File: src/rtl/lrsc_pkg.sv
`timescale 1ns/1ps
package lrsc_pkg;
   localparam logic [6:0] OPC_ATOMIC    = 7'h2F;
   localparam logic [4:0] FN_RESV_LOAD  = 5'h02;
   localparam logic [4:0] FN_COND_STORE = 5'h03;
   localparam logic [2:0] SZ_WORD       = 3'd2;
   localparam logic [2:0] SZ_DWORD      = 3'd3;

   typedef enum logic [1:0] {OPK_LOAD, OPK_STORE, OPK_BAD} opk_e;

   typedef struct packed {
      opk_e       kind;
      logic       dword;
      logic       acq;
      logic       rel;
      logic [4:0] dst;
   } dec_t;

   typedef enum logic [1:0] {ST_IDLE, ST_REQ, ST_WAIT, ST_DONE} st_e;
endpackage

File: src/rtl/lrsc_decode.sv
`timescale 1ns/1ps
module lrsc_decode
   import lrsc_pkg::*;
#(
   parameter int ADDR_W = 64
) (
   input  logic [31:0]       insn,
   input  logic [ADDR_W-1:0] addr,
   output dec_t              dec,
   output logic              misaligned
);
   logic [4:0] fn;
   logic [2:0] sz;
   logic       unused_src_idx;

   assign fn             = insn[31:27];
   assign sz             = insn[14:12];
   assign unused_src_idx = ^insn[19:15];

   always_comb begin
      dec.kind  = OPK_BAD;
      dec.dword = (sz == SZ_DWORD);
      dec.acq   = insn[26];
      dec.rel   = insn[25];
      dec.dst   = insn[11:7];
      if (insn[6:0] == OPC_ATOMIC && (sz == SZ_WORD || sz == SZ_DWORD)) begin
         if (fn == FN_RESV_LOAD && insn[24:20] == 5'd0)
            dec.kind = OPK_LOAD;
         else if (fn == FN_COND_STORE)
            dec.kind = OPK_STORE;
      end
   end

   assign misaligned = dec.dword ? (|addr[2:0]) : (|addr[1:0]);
endmodule

File: src/rtl/lrsc_resv.sv
`timescale 1ns/1ps
module lrsc_resv #(
   parameter int ADDR_W   = 64,
   parameter int GRAN_LG  = 3,
   parameter bit SNOOP_EN = 1'b1
) (
   input  logic              clk,
   input  logic              rst_n,
   input  logic              set,
   input  logic [ADDR_W-1:0] set_addr,
   input  logic              clear,
   input  logic              snoop_valid,
   input  logic [ADDR_W-1:0] snoop_addr,
   input  logic [ADDR_W-1:0] chk_addr,
   output logic              hit
);
   localparam int TAG_W = ADDR_W - GRAN_LG;

   logic             valid_q;
   logic [TAG_W-1:0] tag_q;
   logic             snoop_hit;
   logic             unused_low;

   assign unused_low = ^{set_addr[GRAN_LG-1:0], chk_addr[GRAN_LG-1:0], snoop_addr[GRAN_LG-1:0]};
   assign hit        = valid_q && (chk_addr[ADDR_W-1:GRAN_LG] == tag_q);

   generate
      if (SNOOP_EN) begin : g_snoop
         assign snoop_hit = snoop_valid && valid_q && (snoop_addr[ADDR_W-1:GRAN_LG] == tag_q);

         assert_snoop_kill_R7: assert property (@(posedge clk) disable iff (!rst_n)
            (snoop_valid && valid_q && snoop_addr[ADDR_W-1:GRAN_LG] == tag_q && !set) |=> !valid_q);
      end else begin : g_nosnoop
         logic unused_snoop;
         assign unused_snoop = ^{snoop_valid, snoop_addr};
         assign snoop_hit    = 1'b0;
      end
   endgenerate

   always_ff @(posedge clk or negedge rst_n) begin
      if (!rst_n) begin
         valid_q <= 1'b0;
         tag_q   <= '0;
      end else if (set) begin
         valid_q <= 1'b1;
         tag_q   <= set_addr[ADDR_W-1:GRAN_LG];
      end else if (clear || snoop_hit) begin
         valid_q <= 1'b0;
      end
   end

   assert_sc_consumes_R6: assert property (@(posedge clk) disable iff (!rst_n)
      (clear && !set) |=> !valid_q);

   assert_set_holds_R4: assert property (@(posedge clk) disable iff (!rst_n)
      set |=> valid_q);
endmodule

File: src/rtl/lrsc_seq.sv
`timescale 1ns/1ps
module lrsc_seq
   import lrsc_pkg::*;
#(
   parameter int XLEN   = 64,
   parameter int ADDR_W = 64
) (
   input  logic              clk,
   input  logic              rst_n,
   input  logic              in_valid,
   output logic              in_ready,
   input  dec_t              dec,
   input  logic              misaligned,
   input  logic              resv_hit,
   input  logic [ADDR_W-1:0] addr,
   input  logic [XLEN-1:0]   wdata,
   output logic              sc_clear,
   output logic              resv_set,
   output logic              done_valid,
   output logic [XLEN-1:0]   done_rd,
   output logic [4:0]        done_dst,
   output logic              done_misaligned,
   output logic              done_illegal,
   output logic              mem_req_valid,
   input  logic              mem_req_ready,
   output logic              mem_req_write,
   output logic              mem_req_dword,
   output logic              mem_req_acq,
   output logic              mem_req_rel,
   output logic [ADDR_W-1:0] mem_req_addr,
   output logic [XLEN-1:0]   mem_req_wdata,
   input  logic              mem_rsp_valid,
   input  logic [XLEN-1:0]   mem_rsp_rdata
);
   localparam int HI_W = XLEN - 32;

   st_e state;
   logic accept;

   assign in_ready      = (state == ST_IDLE);
   assign accept        = in_ready && in_valid;
   assign mem_req_valid = (state == ST_REQ);
   assign done_valid    = (state == ST_DONE);
   assign sc_clear      = accept && dec.kind == OPK_STORE && !misaligned;
   assign resv_set      = mem_req_valid && mem_req_ready && !mem_req_write;

   always_ff @(posedge clk or negedge rst_n) begin
      if (!rst_n) begin
         state           <= ST_IDLE;
         done_rd         <= '0;
         done_dst        <= '0;
         done_misaligned <= 1'b0;
         done_illegal    <= 1'b0;
         mem_req_write   <= 1'b0;
         mem_req_dword   <= 1'b0;
         mem_req_acq     <= 1'b0;
         mem_req_rel     <= 1'b0;
         mem_req_addr    <= '0;
         mem_req_wdata   <= '0;
      end else begin
         case (state)
            ST_IDLE: if (in_valid) begin
               done_rd         <= '0;
               done_dst        <= dec.dst;
               done_misaligned <= 1'b0;
               done_illegal    <= 1'b0;
               mem_req_addr    <= addr;
               mem_req_dword   <= dec.dword;
               mem_req_acq     <= dec.acq;
               mem_req_rel     <= dec.rel;
               mem_req_write   <= (dec.kind == OPK_STORE);
               mem_req_wdata   <= dec.dword ? wdata : {{HI_W{1'b0}}, wdata[31:0]};
               if (dec.kind == OPK_BAD) begin
                  done_illegal <= 1'b1;
                  state        <= ST_DONE;
               end else if (misaligned) begin
                  done_misaligned <= 1'b1;
                  state           <= ST_DONE;
               end else if (dec.kind == OPK_STORE && !resv_hit) begin
                  done_rd <= XLEN'(1);
                  state   <= ST_DONE;
               end else begin
                  state <= ST_REQ;
               end
            end
            ST_REQ: if (mem_req_ready) state <= mem_req_write ? ST_DONE : ST_WAIT;
            ST_WAIT: if (mem_rsp_valid) begin
               done_rd <= mem_req_dword ? mem_rsp_rdata
                                        : {{HI_W{mem_rsp_rdata[31]}}, mem_rsp_rdata[31:0]};
               state   <= ST_DONE;
            end
            default: state <= ST_IDLE;
         endcase
      end
   end

   assert_req_stable_R10: assert property (@(posedge clk) disable iff (!rst_n)
      (mem_req_valid && !mem_req_ready) |=> (mem_req_valid && $stable(mem_req_addr)
         && $stable(mem_req_wdata) && $stable(mem_req_write) && $stable(mem_req_acq)
         && $stable(mem_req_rel) && $stable(mem_req_dword)));

   assert_busy_R10: assert property (@(posedge clk) disable iff (!rst_n)
      mem_req_valid |-> !in_ready);

   assert_done_pulse_R11: assert property (@(posedge clk) disable iff (!rst_n)
      done_valid |=> !done_valid);

   assert_aligned_R9: assert property (@(posedge clk) disable iff (!rst_n)
      mem_req_valid |-> (mem_req_dword ? (mem_req_addr[2:0] == 3'd0) : (mem_req_addr[1:0] == 2'd0)));

   assert_fault_excl_R1: assert property (@(posedge clk) disable iff (!rst_n)
      done_valid |-> !(done_illegal && done_misaligned));

   assert_word_sext_R3: assert property (@(posedge clk) disable iff (!rst_n)
      (state == ST_WAIT && mem_rsp_valid && !mem_req_dword)
      |=> (done_rd[XLEN-1:32] == {HI_W{$past(mem_rsp_rdata[31])}}));
endmodule

File: src/rtl/lrsc_unit.sv
`timescale 1ns/1ps
module lrsc_unit
   import lrsc_pkg::*;
#(
   parameter int XLEN     = 64,
   parameter int ADDR_W   = 64,
   parameter int GRAN_LG  = 3,
   parameter bit SNOOP_EN = 1'b1
) (
   input  logic              clk,
   input  logic              rst_n,
   input  logic              in_valid,
   output logic              in_ready,
   input  logic [31:0]       in_insn,
   input  logic [XLEN-1:0]   in_rs1,
   input  logic [XLEN-1:0]   in_rs2,
   output logic              done_valid,
   output logic [XLEN-1:0]   done_rd,
   output logic [4:0]        done_dst,
   output logic              done_misaligned,
   output logic              done_illegal,
   output logic              mem_req_valid,
   input  logic              mem_req_ready,
   output logic              mem_req_write,
   output logic              mem_req_dword,
   output logic              mem_req_acq,
   output logic              mem_req_rel,
   output logic [ADDR_W-1:0] mem_req_addr,
   output logic [XLEN-1:0]   mem_req_wdata,
   input  logic              mem_rsp_valid,
   input  logic [XLEN-1:0]   mem_rsp_rdata,
   input  logic              snoop_valid,
   input  logic [ADDR_W-1:0] snoop_addr
);
   generate
      if (XLEN != 64) begin : g_bad_xlen
         $error("lrsc_unit: XLEN must be 64");
      end
      if (ADDR_W > XLEN || ADDR_W <= GRAN_LG) begin : g_bad_addr
         $error("lrsc_unit: ADDR_W must lie in (GRAN_LG, XLEN]");
      end
      if (GRAN_LG < 3) begin : g_bad_gran
         $error("lrsc_unit: granule must cover a doubleword");
      end
      if (ADDR_W < XLEN) begin : g_hi_addr
         logic unused_addr_hi;
         assign unused_addr_hi = ^in_rs1[XLEN-1:ADDR_W];
      end
   endgenerate

   dec_t              dec;
   logic              misaligned;
   logic              resv_hit;
   logic              resv_set;
   logic              sc_clear;
   logic [ADDR_W-1:0] addr;

   assign addr = in_rs1[ADDR_W-1:0];

   lrsc_decode #(.ADDR_W(ADDR_W)) u_decode (
      .insn       (in_insn),
      .addr       (addr),
      .dec        (dec),
      .misaligned (misaligned)
   );

   lrsc_resv #(.ADDR_W(ADDR_W), .GRAN_LG(GRAN_LG), .SNOOP_EN(SNOOP_EN)) u_resv (
      .clk         (clk),
      .rst_n       (rst_n),
      .set         (resv_set),
      .set_addr    (mem_req_addr),
      .clear       (sc_clear),
      .snoop_valid (snoop_valid),
      .snoop_addr  (snoop_addr),
      .chk_addr    (addr),
      .hit         (resv_hit)
   );

   lrsc_seq #(.XLEN(XLEN), .ADDR_W(ADDR_W)) u_seq (
      .clk             (clk),
      .rst_n           (rst_n),
      .in_valid        (in_valid),
      .in_ready        (in_ready),
      .dec             (dec),
      .misaligned      (misaligned),
      .resv_hit        (resv_hit),
      .addr            (addr),
      .wdata           (in_rs2),
      .sc_clear        (sc_clear),
      .resv_set        (resv_set),
      .done_valid      (done_valid),
      .done_rd         (done_rd),
      .done_dst        (done_dst),
      .done_misaligned (done_misaligned),
      .done_illegal    (done_illegal),
      .mem_req_valid   (mem_req_valid),
      .mem_req_ready   (mem_req_ready),
      .mem_req_write   (mem_req_write),
      .mem_req_dword   (mem_req_dword),
      .mem_req_acq     (mem_req_acq),
      .mem_req_rel     (mem_req_rel),
      .mem_req_addr    (mem_req_addr),
      .mem_req_wdata   (mem_req_wdata),
      .mem_rsp_valid   (mem_rsp_valid),
      .mem_rsp_rdata   (mem_rsp_rdata)
   );
endmodule

File: config.mk
export PLATFORM = sky130hd
export DESIGN_NAME = lrsc_unit
export DESIGN_NICKNAME = d
export VERILOG_FILES = /design/src/rtl/lrsc_pkg.sv /design/src/rtl/lrsc_decode.sv /design/src/rtl/lrsc_resv.sv /design/src/rtl/lrsc_seq.sv /design/src/rtl/lrsc_unit.sv
export SDC_FILE = /design/constraint.sdc
export NUM_CORES = 1
export LEC_CHECK = 0
export CAP_MARGIN = 20
export CORE_AREA = 2 2 195 197
export CTS_BUF_LIST = sky130_fd_sc_hd__clkbuf_8
export DETAILED_ROUTE_END_ITERATION = 8
export DIE_AREA = 0 0 197 199
export DONT_BUFFER_PORTS = 1
export GPL_TIMING_DRIVEN = 0
export SYNTH_ARGS = -nofsm -noshare
export SYNTH_HDL_FRONTEND = slang
export SYNTH_SLANG_ARGS = --single-unit
File: constraint.sdc
create_clock -name clk -period 5.1 [get_ports clk]
set_clock_uncertainty 0.05 [all_clocks]
set_input_delay 0.255 -clock clk [delete_from_list [all_inputs] [get_ports clk]]
set_output_delay 0.255 -clock clk [all_outputs]
set_load 0.02 [all_outputs]
==> results of run 1 <==
cells in the mapped netlist, drive strengths merged:
cell	count
a2bb2oi	1
nor4bb	1
o211ai	1
a211oi	1
nor4	17
a22oi	1
mux2	154
o41ai	1
nand3	4
clkbuf	44
nor4b	1
ha	4
xnor2	44
a21o	1
a22o	69
nand2b	3
a21oi	37
nor2b	4
inv	44
o2bb2ai	12
and2b	1
and4bb	1
a2111oi	3
nand3b	1
xor2	35
nand2	52
buf	4
o31ai	2
nand4b	1
a221oi	4
nor2	8
and3	1
o22ai	14
nand4	16
a2111o	1
dfrtp	267
nor3	4
o21ai	47
a311o	1
a222oi	1
layer usage:
| layer | global-route usage, % | wire (um) |
|---|---|---|
| met5 | 0 | 0 |
| met4 | 7.41 | 1220 |
| met3 | 8.02 | 4050 |
| met2 | 34.6 | 20400 |
| met1 | 25.1 | 16900 |
worst paths after layout:
path	startpoint	to	slack [ps]	depth (start not counted)
worst max-delay path	u_seq.state[0]	u_seq.mem_req_wdata[63]	1300	7
worst min-delay path	rst_n	u_resv.tag_q[1]	-700	0
worst max register to register	u_seq.state[0]	u_seq.mem_req_wdata[63]	1300	7
worst min register to register	u_resv.tag_q[48]	u_resv.tag_q[48]	460	1
max in group asynchronous	rst_n	u_seq.mem_req_addr[29]	4830	0
min in group clk	in_rs1[0]	u_seq.done_misaligned	50	3
flip-flops by register name (all words and copies together) (netlist names):
register,cells
u_resv.tag_q,61
u_resv.valid_q,1
u_seq.done_dst,5
u_seq.done_illegal,1
u_seq.done_misaligned,1
u_seq.done_rd,64
u_seq.mem_req_acq,1
u_seq.mem_req_addr,64
u_seq.mem_req_dword,1
u_seq.mem_req_rel,1
u_seq.mem_req_wdata,64
u_seq.mem_req_write,1
u_seq.state,2
stage by stage:
stage	cells	total power [uW]	setup slack (ps)	hold slack [ps]	instance area, um2
2_1_floorplan	908	6440	3030	-90.6	11500
3_3_place_gp	1382	7340	1670	-86.3	12100
3_5_place_dp	1382	7430	1590	-85.9	12100
4_1_cts	1674	9540	1190	-759	15100
5_1_grt	1676	10000	1070	-756	15100
6_report	1676	9510	1300	-698	15100
final cells by class:
| type | instances | area, um2 |
|---|---|---|
| fillers | 3454 | 22000 |
| flip-flops and latches | 267 | 6680 |
| multi-input cells | 549 | 4440 |
| repair buffers | 216 | 2160 |
| clock buffers | 56 | 771 |
| well taps | 474 | 593 |
| plain buffers | 48 | 181 |
| inverters | 44 | 165 |
| clock inverters | 21 | 104 |
| diodes | 1 | 2.50 |
cells by family (layout without fill, tap and decap cells):
family,Yosys count,count (layout),share of synthesized area [%]
AOI/OAI and AO/OA,197,197,12.1
xor gates and xnor gates,79,79,6.04
adders and majority gates,4,4,0.437
buffers and inverters,92,385,3.02
DFF,267,267,58.3
muxes,154,154,15.1
other,0,1,0
and+or+nand+nor,115,115,5.03
power breakdown:
| group | switching [uW] | internal [uW] | leakage [uW] | total (uW) |
|---|---|---|---|---|
| clock network | 907 | 990 | 0.000494 | 1900 |
| logic | 1330 | 1260 | 0.00274 | 2590 |
| registers | 1930 | 3090 | 0.00334 | 5030 |
| total | 4170 | 5350 | 0.00657 | 9510 |
worst max-delay path, stage by stage (launching register included):
cell and delay, ps:
dfrtp_1 390, inv_1 80, ha_1 360, nand2_1 600, clkbuf_1 880, buf_1 530, a22o_1 240, dlygate4sd3_1 550
==> key figures, run 1 <==
Power
  – Pwr Density: roughly 630 nW/um2
  – Peak supply drop: about 330 uV
  – LEAKAGE: 0.00657 uW

STA
  – Final Hold Viols: between 200 and 300
  – Worst Tran Pin Value: 1110 ps
  – RSZ-0062 raised after global routing: no
  – Tmin final: ~3800 ps
  – Worst hold margin: -698 ps
  – Fin crit share: 74.4%
  – Slew Viols, Final: 0
  – Setup violations, final: 0
  – Fmax: around 0.26 GHz
  – Max transition margin: approximately 26%
  – Final setup TNS: 0 ps

Synth
  – Syn_nets: between 1000 and 1500
  – Top-area cell type share of the netlist area: 58.3%
  – Synthesis Warnings: 0
  – Yosys top cell by area: dfrtp_1
  – Top post-synthesis cells by area: dfrtp_1 58%, mux2_1 9.3%, mux2_2 5.8%, a22o_1 5.3%, xnor2_1 3.4%
  – Cell count after synthesis: 908
  – Flops & latches, synth: ~270
  – Post-synth cell types: 46
  – Sequential share of the synthesized area: between 50% and 60%
  – Syn_area_per_cell: 12.6 um2
  – Synth Cell Area: 11500 um2

CTS
  – CTS resizes: 0
  – Post-CTS Setup Inserts: 0
  – Hold_buf cts: between 200 and 250
  – H-tree depth: 2
  – TritonCTS Buffers: 47
  – CTS Root Cell: clkbuf_8
  – Worst skew pair latency: 610 ps
  – CTS tree: yes
  – CTS max path bufs: 3
  – Clock sink count: roughly 270
  – CTS clk-pin slew, worst paths: 60 ps

Drt
  – Remaining antenna violation count: 0
  – Drt drc: 0
  – Number of vias per cell: a little over 5
  – Via count: 8690
  – DR pass1 iterations: 5
  – Iteration-0 DRC Markers: a little over 500
  – Routed wire length: 42.5 mm
  – Routed len/inst: around 25 um

Global route
  – Overflow after GRT: 0
  – GRT Overall Usage: 21.0%
  – Vias in the first global route: 9414
  – Largest net degree at the start of global routing: 268
  – Initial antenna violation count: 1
  – Global-route wire length before repair: 60.7 mm

Setup path
  – Critical path class: flip-flop to flip-flop
  – Crit Path Max Fanout: 10
  – Critical Path End Type: flip-flop
  – Worst Path Arrival: 4270 ps
  – CP Data Required Time: 5580 ps
  – Critical path startpoint category: flip-flop

Floorplan
  – Die span in x: approximately 200 um
  – I/O pin count: 500
  – FP Rows: 71
  – Initial Utilization: 30.9%
  – Die area: between 30000 and 40000 um2
  – Core ar.: 37100 um2
  – Chip height: around 200 um

Finish
  – Leading cell types in the layout, fill and taps excluded: 267 x dfrtp_1, 215 x dlygate4sd3_1, 95 x mux2_1, 69 x a22o_1, 59 x mux2_2
  – Most common cell after layout, fill and taps aside: dfrtp_1
  – Layout cells sized above 1: 11.2%
  – Final Core Density: 40.7%
  – Layout area overhead: 31.7%
  – Final #Nets: ~1500

Worst hold path
  – Hold WC Path Type: input pin to asynchronous set/reset pin

Run status
  – Status: finished with violations
  – Failing checks: hold timing

Job
  – Max_cap viols: 0

Placement
  – PortBufs: 0
  – HPWL after detailed placement: 29.5 mm
  – RePlAce Congestion: 0.884
No activity file was read; power rests on OpenSTA's default activity.
==> run 2, diff against run 1 <==
==> constraint.sdc (replaced) <==
create_clock -name clk -period 3.6 [get_ports clk]
set_clock_uncertainty 0.05 [all_clocks]
set_input_delay 0.18 -clock clk [delete_from_list [all_inputs] [get_ports clk]]
set_output_delay 0.18 -clock clk [all_outputs]
set_load 0.02 [all_outputs]
==> key figures, run 2 (same netlist as run 1, synthesis figures left out) <==
Drt
  – Via count: 8714 (was 8690)
  – Routed wire length: 42.6 mm (was 42.5 mm)
  – Iteration-0 DRC Markers: 445 (was 512)
  – Remaining antenna violation count: 0 (unchanged)
  – Number of vias per cell: 5.17 (was 5.18)
  – Drt drc: 0 (unchanged)
  – DR pass1 iterations: 6 (was 5)
  – Routed len/inst: 25.3 um (was 25.4 um)

Finish
  – Fin area: 15200 um2 (was 15100 um2)
  – Final Non-Filler Cells: 1684 (was 1676)
  – Most common cell after layout, fill and taps aside: dfrtp_1 (unchanged)
  – Final #Nets: 1479 (was 1471)
  – Layout area overhead: 32.4% (was 31.7%)
  – Leading cell types in the layout, fill and taps excluded: 267 x dfrtp_1, 223 x dlygate4sd3_1, 95 x mux2_1, 69 x a22o_1, 59 x mux2_2 (was 267 x dfrtp_1, 215 x dlygate4sd3_1, 95 x mux2_1, 69 x a22o_1, 59 x mux2_2)
  – Biggest regs: u_seq.done_rd: 64 flops, u_seq.mem_req_addr: 64 flops, u_seq.mem_req_wdata: 64 flops (unchanged)
  – Layout cells sized above 1: 11.2% (about the same)
  – Final Core Density: 40.9% (was 40.7%)

Floorplan
  – Initial Utilization: 30.9% (unchanged)
  – FP Rows: 71 (unchanged)
  – Chip height: 199 um (unchanged)
  – Die area: 39200 um2 (unchanged)
  – Die span in x: 197 um (unchanged)
  – I/O pin count: 500 (unchanged)
  – Core ar.: 37100 um2 (unchanged)

STA
  – Max transition margin: 29.0% (was 26.0%)
  – Final setup TNS: 0 ps (unchanged)
  – Worst hold margin: -769 ps (was -698 ps)
  – Tmin final: 3220 ps (was 3800 ps)
  – Fmax: 0.310 GHz (was 0.263 GHz)
  – Slew Viols, Final: 0 (unchanged)
  – Setup ws final: 377 ps (was 1300 ps)
  – Setup violations, final: 0 (unchanged)
  – Fin crit share: 89.5% (was 74.4%)
  – Final Hold Viols: 267 (unchanged)
  – RSZ-0062 raised after global routing: no (unchanged)
  – Worst Tran Pin Value: 1060 ps (was 1110 ps)

Power
  – Pwr Density: 890 nW/um2 (was 630 nW/um2)
  – Peak supply drop: 467 uV (was 330 uV)
  – LEAKAGE: 0.00661 uW (was 0.00657 uW)

Setup path
  – Critical path startpoint category: flip-flop (unchanged)
  – Crit Path Max Fanout: 10 (unchanged)
  – CP Data Required Time: 4100 ps (was 5580 ps)
  – Critical Path Source: u_seq.state[0] (unchanged)
  – R2r worst-path depth: 9 (was 7)
  – Max stage delay cell, worst path: dlygate4sd3_1 (was clkbuf_1)
  – Critical path class: flip-flop to flip-flop (unchanged)
  – Crit path max-delay family: buffers and inverters (unchanged)
  – Crit path cell chain: inv_1, ha_1, nand2b_1, o211ai_1, clkbuf_1, clkbuf_1, a21oi_1, o41ai_1, dlygate4sd3_1 (was inv_1, ha_1, nand2_1, clkbuf_1, buf_1, a22o_1, dlygate4sd3_1)
  – Setup slack, reg-to-reg: 380 ps (was 1300 ps)
  – Critical Path End Type: flip-flop (unchanged)
  – Buf/Inv on CP: 4 (unchanged)
  – Worst path most repeated cell: clkbuf_1
  – RR Startpoint: u_seq.state[0] (unchanged)
  – Crit path largest cell delay: 590 ps (was 880 ps)
  – Worst Path Arrival: 3720 ps (was 4270 ps)
  – FF-to-FF End: u_seq.done_rd[0] (was u_seq.mem_req_wdata[63])

CTS
  – Hold_buf cts: 223 (was 215)
  – CTS clk-pin slew, worst paths: 60 ps (about the same)
  – CTS tree: yes (unchanged)
  – CTS Root Cell: clkbuf_8 (unchanged)
  – Worst skew pair latency: 610 ps (about the same)
  – H-tree depth: 2 (unchanged)
  – Clock sink count: 267 (unchanged)
  – Post-CTS Setup Inserts: 0 (unchanged)
  – TritonCTS Buffers: 47 (unchanged)
  – CTS max path bufs: 3 (unchanged)

Placement
  – PortBufs: 0 (unchanged)
  – HPWL after detailed placement: 29.5 mm (unchanged)
  – RePlAce Congestion: 0.884 (unchanged)
  – Placed cell count: 1382 (unchanged)
  – DP Worst Slack: 87.3 ps (was 1590 ps)
  – DP Area: 12100 um2 (unchanged)

Worst hold path
  – Hold WC Path Type: input pin to asynchronous set/reset pin (unchanged)

Global route
  – Global-route wire length before repair: 61.0 mm (was 60.7 mm)
  – GRT Overall Usage: 21.1% (was 21.0%)
  – Largest net degree at the start of global routing: 268 (unchanged)
  – Vias in the first global route: 9514 (was 9414)
  – Overflow after GRT: 0 (unchanged)
  – Initial antenna violation count: 1 (unchanged)

Job
  – Max_cap viols: 0 (unchanged)

Run status
  – Failing checks: hold timing (unchanged)
  – Status: finished with violations (unchanged)
[run 2: layout make-up]
type	count	area, um2
Sequential cell	267	6680
Fill cell	3455	22000
Timing Repair Buffer	224	2240
Tap cell	474	593
Antenna cell	1	2.50
Buffer	48	183
Inverter	44	165
Clock inverter	21	104
Multi-Input combinational cell	549	4440
Clock buffer	56	771
[run 2: stage by stage]
stage,total power [uW],hold slack (ps)
2_1_floorplan,9130,-166
3_3_place_gp,10400,-161
3_5_place_dp,10500,-161
4_1_cts,13500,-834
5_1_grt,14200,-831
6_report,13500,-769
[run 2: repair_timing]
item / in CTS / in global routing
resized for setup: 0 / 3
hold endpoints to repair: 472 / 267
setup endpoints to repair: 0 / 1
[run 2: worst register-to-register path: stages, from the launching register on]
cell and delay, ps:
dfrtp_1 410, inv_1 110, ha_1 430, nand2b_1 170, o211ai_1 220, clkbuf_1 470
clkbuf_1 480, a21oi_1 160, o41ai_1 80, dlygate4sd3_1 590
[run 2: power breakdown]
group          switching (uW)  internal, uW  total, uW  leakage [uW]
clock network            1280          1400       2690      0.000494
registers                2740          4380       7130       0.00334
logic                    1880          1810       3690       0.00277
total                    5910          7600      13500       0.00661
[run 2: layer usage]
metal  wire (um)  vias up  track usage (%)
met5           0        -                0
met4        1090        0             7.30
met3        4320       77             8.19
met2       20500      463             34.9
met1       16700     4374             25.0
li1            -     3800                -
[run 2: how the worst max path moves through the flow]
stage | to | slack, ps | cells after the start
after floorplan | u_seq.mem_req_wdata[31] | 1530 | 6
after global placement | u_seq.mem_req_wdata[31] | 170 | 6
after detailed placement | u_seq.mem_req_wdata[31] | 90 | 6
after CTS | u_seq.mem_req_wdata[31] | 30 | 6
after global routing | u_seq.done_rd[0] | 10 | 9
final | u_seq.done_rd[0] | 380 | 9
==> run 3, diff against run 2 <==
--- a/config.mk
+++ b/config.mk
@@ -12,6 +12,7 @@
 export DIE_AREA = 0 0 197 199
 export DONT_BUFFER_PORTS = 1
 export GPL_TIMING_DRIVEN = 0
+export PLACE_DENSITY_LB_ADDON = 0.12
 export SYNTH_ARGS = -nofsm -noshare
 export SYNTH_HDL_FRONTEND = slang
 export SYNTH_SLANG_ARGS = --single-unit
==> key figures, run 3 (same netlist as run 1, synthesis figures left out) <==
Setup path
  – Crit path cell chain: inv_1, ha_1, nand2b_1, o211ai_1, clkbuf_1, clkbuf_1, a21oi_1, o41ai_1, dlygate4sd3_1 (unchanged)
  – CP Data Required Time: 4100 ps (about the same)
  – Worst path most repeated cell: clkbuf_1 (unchanged)
  – Critical path startpoint category: flip-flop (unchanged)
  – End of the critical path: u_seq.done_rd[0] (unchanged)
  – R2r worst-path depth: 9 (unchanged)
  – Buf/Inv on CP: 4 (unchanged)
  – Crit path max-delay family: buffers and inverters (unchanged)
  – Setup slack, reg-to-reg: 320 ps (was 380 ps)
  – Critical path class: flip-flop to flip-flop (unchanged)
  – RR Startpoint: u_seq.state[0] (unchanged)
  – Critical Path End Type: flip-flop (unchanged)
  – FF-to-FF End: u_seq.done_rd[0] (unchanged)
  – Crit Path Max Fanout: 10 (unchanged)
  – Critical Path Source: u_seq.state[0] (unchanged)
  – Crit path largest cell delay: 580 ps (was 590 ps)
  – Worst path depth: 9 (unchanged)
  – Worst Path Arrival: 3780 ps (was 3720 ps)
  – Max stage delay cell, worst path: dlygate4sd3_1 (unchanged)

Finish
  – FF+latch area: 6680 um2 (unchanged)
  – Multi-input logic area: 4440 um2 (about the same)
  – Filler cells: 3582 (was 3455)
  – Layout cells sized above 1: 12.2% (was 11.2%)
  – Most common cell after layout, fill and taps aside: dfrtp_1 (unchanged)
  – Leading cell types in the layout, fill and taps excluded: 267 x dfrtp_1, 215 x dlygate4sd3_1, 95 x mux2_1, 69 x a22o_1, 66 x clkbuf_8 (was 267 x dfrtp_1, 223 x dlygate4sd3_1, 95 x mux2_1, 69 x a22o_1, 59 x mux2_2)
  – Final #Nets: 1474 (was 1479)
  – Layout area overhead: 33.6% (was 32.4%)
  – Final Non-Filler Cells: 1688 (was 1684)
  – # diodes: 0 (was 1)
  – Biggest regs: u_seq.done_rd: 64 flops, u_seq.mem_req_addr: 64 flops, u_seq.mem_req_wdata: 64 flops (unchanged)

Floorplan
  – Core ar.: 37100 um2 (unchanged)
  – Die area: 39200 um2 (unchanged)
  – Die span in x: 197 um (unchanged)
  – Initial Utilization: 30.9% (unchanged)
  – I/O pin count: 500 (unchanged)
  – Chip height: 199 um (unchanged)
  – FP Rows: 71 (unchanged)

CTS
  – CTS max path bufs: 3 (unchanged)
  – CTS Root Cell: clkbuf_8 (unchanged)
  – H-tree depth: 2 (unchanged)
  – CTS clk-pin slew, worst paths: 60 ps (about the same)
  – TritonCTS Buffers: 50 (was 47)
  – Worst skew pair latency: 610 ps (about the same)
  – Clock sink count: 267 (unchanged)
  – CTS tree: yes (unchanged)
  – Hold_buf cts: 215 (was 223)

STA
  – Setup violations, final: 0 (unchanged)
  – Tmin final: 3280 ps (was 3220 ps)
  – Worst Tran Pin Value: 1060 ps (about the same)
  – Fmax: 0.305 GHz (was 0.310 GHz)
  – Final setup TNS: 0 ps (unchanged)
  – Max transition margin: 29.4% (was 29.0%)
  – RSZ-0062 raised after global routing: no (unchanged)
  – Worst hold margin: -781 ps (was -769 ps)
  – Fin crit share: 91.1% (was 89.5%)
  – Slew Viols, Final: 0 (unchanged)
  – Final Hold Viols: 267 (unchanged)

Drt
  – Routed len/inst: 25.6 um (was 25.3 um)
  – Drt drc: 0 (unchanged)
  – Via count: 8582 (was 8714)
  – Remaining antenna violation count: 0 (unchanged)
  – Iteration-0 DRC Markers: 364 (was 445)
  – Routed wire length: 43.2 mm (was 42.6 mm)
  – Number of vias per cell: 5.08 (was 5.17)
  – DR pass1 iterations: 4 (was 6)

Run status
  – Failing checks: hold timing (unchanged)
  – Status: finished with violations (unchanged)

Placement
  – PortBufs: 0 (unchanged)
  – Placed cell count: 1383 (was 1382)
  – RePlAce Congestion: 0.815 (was 0.884)
  – HPWL after detailed placement: 30.6 mm (was 29.5 mm)

Power
  – LEAKAGE: 0.00669 uW (was 0.00661 uW)
  – Pwr Density: 911 nW/um2 (was 890 nW/um2)
  – Peak supply drop: 451 uV (was 467 uV)
  – PnR Total Power: 14000 uW (was 13500 uW)

Worst hold path
  – Hold WC Path Type: input pin to asynchronous set/reset pin (unchanged)

Global route
  – Overflow after GRT: 0 (unchanged)
  – Largest net degree at the start of global routing: 268 (unchanged)
  – Initial antenna violation count: 0 (was 1)
  – Global-route wire length before repair: 61.3 mm (was 61.0 mm)
  – Vias in the first global route: 9317 (was 9514)
  – GRT Overall Usage: 21.4% (was 21.1%)

Job
  – Max_cap viols: 0 (unchanged)
run 3: cell type report:
class / instances / share of cell area (%)
Timing Repair Buffer: 216 / 14.1
Sequential cell: 267 / 43.6
Inverter: 44 / 1.08
Tap cell: 474 / 3.87
Clock buffer: 66 / 5.93
Buffer: 48 / 1.18
Clock inverter: 24 / 1.22
Multi-Input combinational cell: 549 / 29.0
run 3: worst reg2reg max path, cell delays in order, from the launching register on:
cell and delay, ps:
dfrtp_1 400, inv_1 120, ha_1 480, nand2b_1 180, o211ai_1 210, clkbuf_1 480
clkbuf_1 480, a21oi_1 150, o41ai_1 80, dlygate4sd3_1 580
run 3: repair_timing:
item / CTS / global route
hold endpoints to repair: 472 / 267
endpoints found under the setup margin: 0 / 1
gates resized for setup: 0 / 1
setup buffers: 0 / 0
run 3: layer usage:
| metal | global-route usage [%] | wire, um | vias to the layer above |
|---|---|---|---|
| met5 | 0 | 0 | - |
| met4 | 8.86 | 1360 | 0 |
| met3 | 6.99 | 3500 | 77 |
| met2 | 35.6 | 20700 | 367 |
| met1 | 25.7 | 17600 | 4327 |
| li1 | - | - | 3811 |
run 3: where the power goes:
part | total [uW] | switching (uW) | internal [uW]
Clock | 3190 | 1340 | 1850
Combinational | 3640 | 1840 | 1790
Sequential | 7130 | 2750 | 4380
Total | 14000 | 5930 | 8030
run 3: worst min-delay path by stage:
| stage | startpoint | to | slack (ps) | depth (start not counted) |
|---|---|---|---|---|
| floorplan | rst_n | u_resv.tag_q[0] | -170 | 0 |
| global placement | rst_n | u_seq.mem_req_wdata[27] | -160 | 0 |
| detailed placement | rst_n | u_seq.mem_req_wdata[25] | -160 | 0 |
| CTS | rst_n | u_seq.mem_req_wdata[25] | -850 | 0 |
| global route | rst_n | u_seq.mem_req_wdata[25] | -830 | 0 |
| finish | rst_n | u_seq.mem_req_wdata[25] | -780 | 0 |
run 3: through the flow:
stage                     cell area (um2)  hold WS, ps  util [%]  setup slack, ps
final                               15300         -781      41.3              319
after global placement              12100         -160      32.5              291
after CTS                           15300         -851      41.3              128
after detailed placement            12100         -160      32.5              341
after floorplan                     11500         -166         -             1530
after global routing                15300         -834      41.3              101
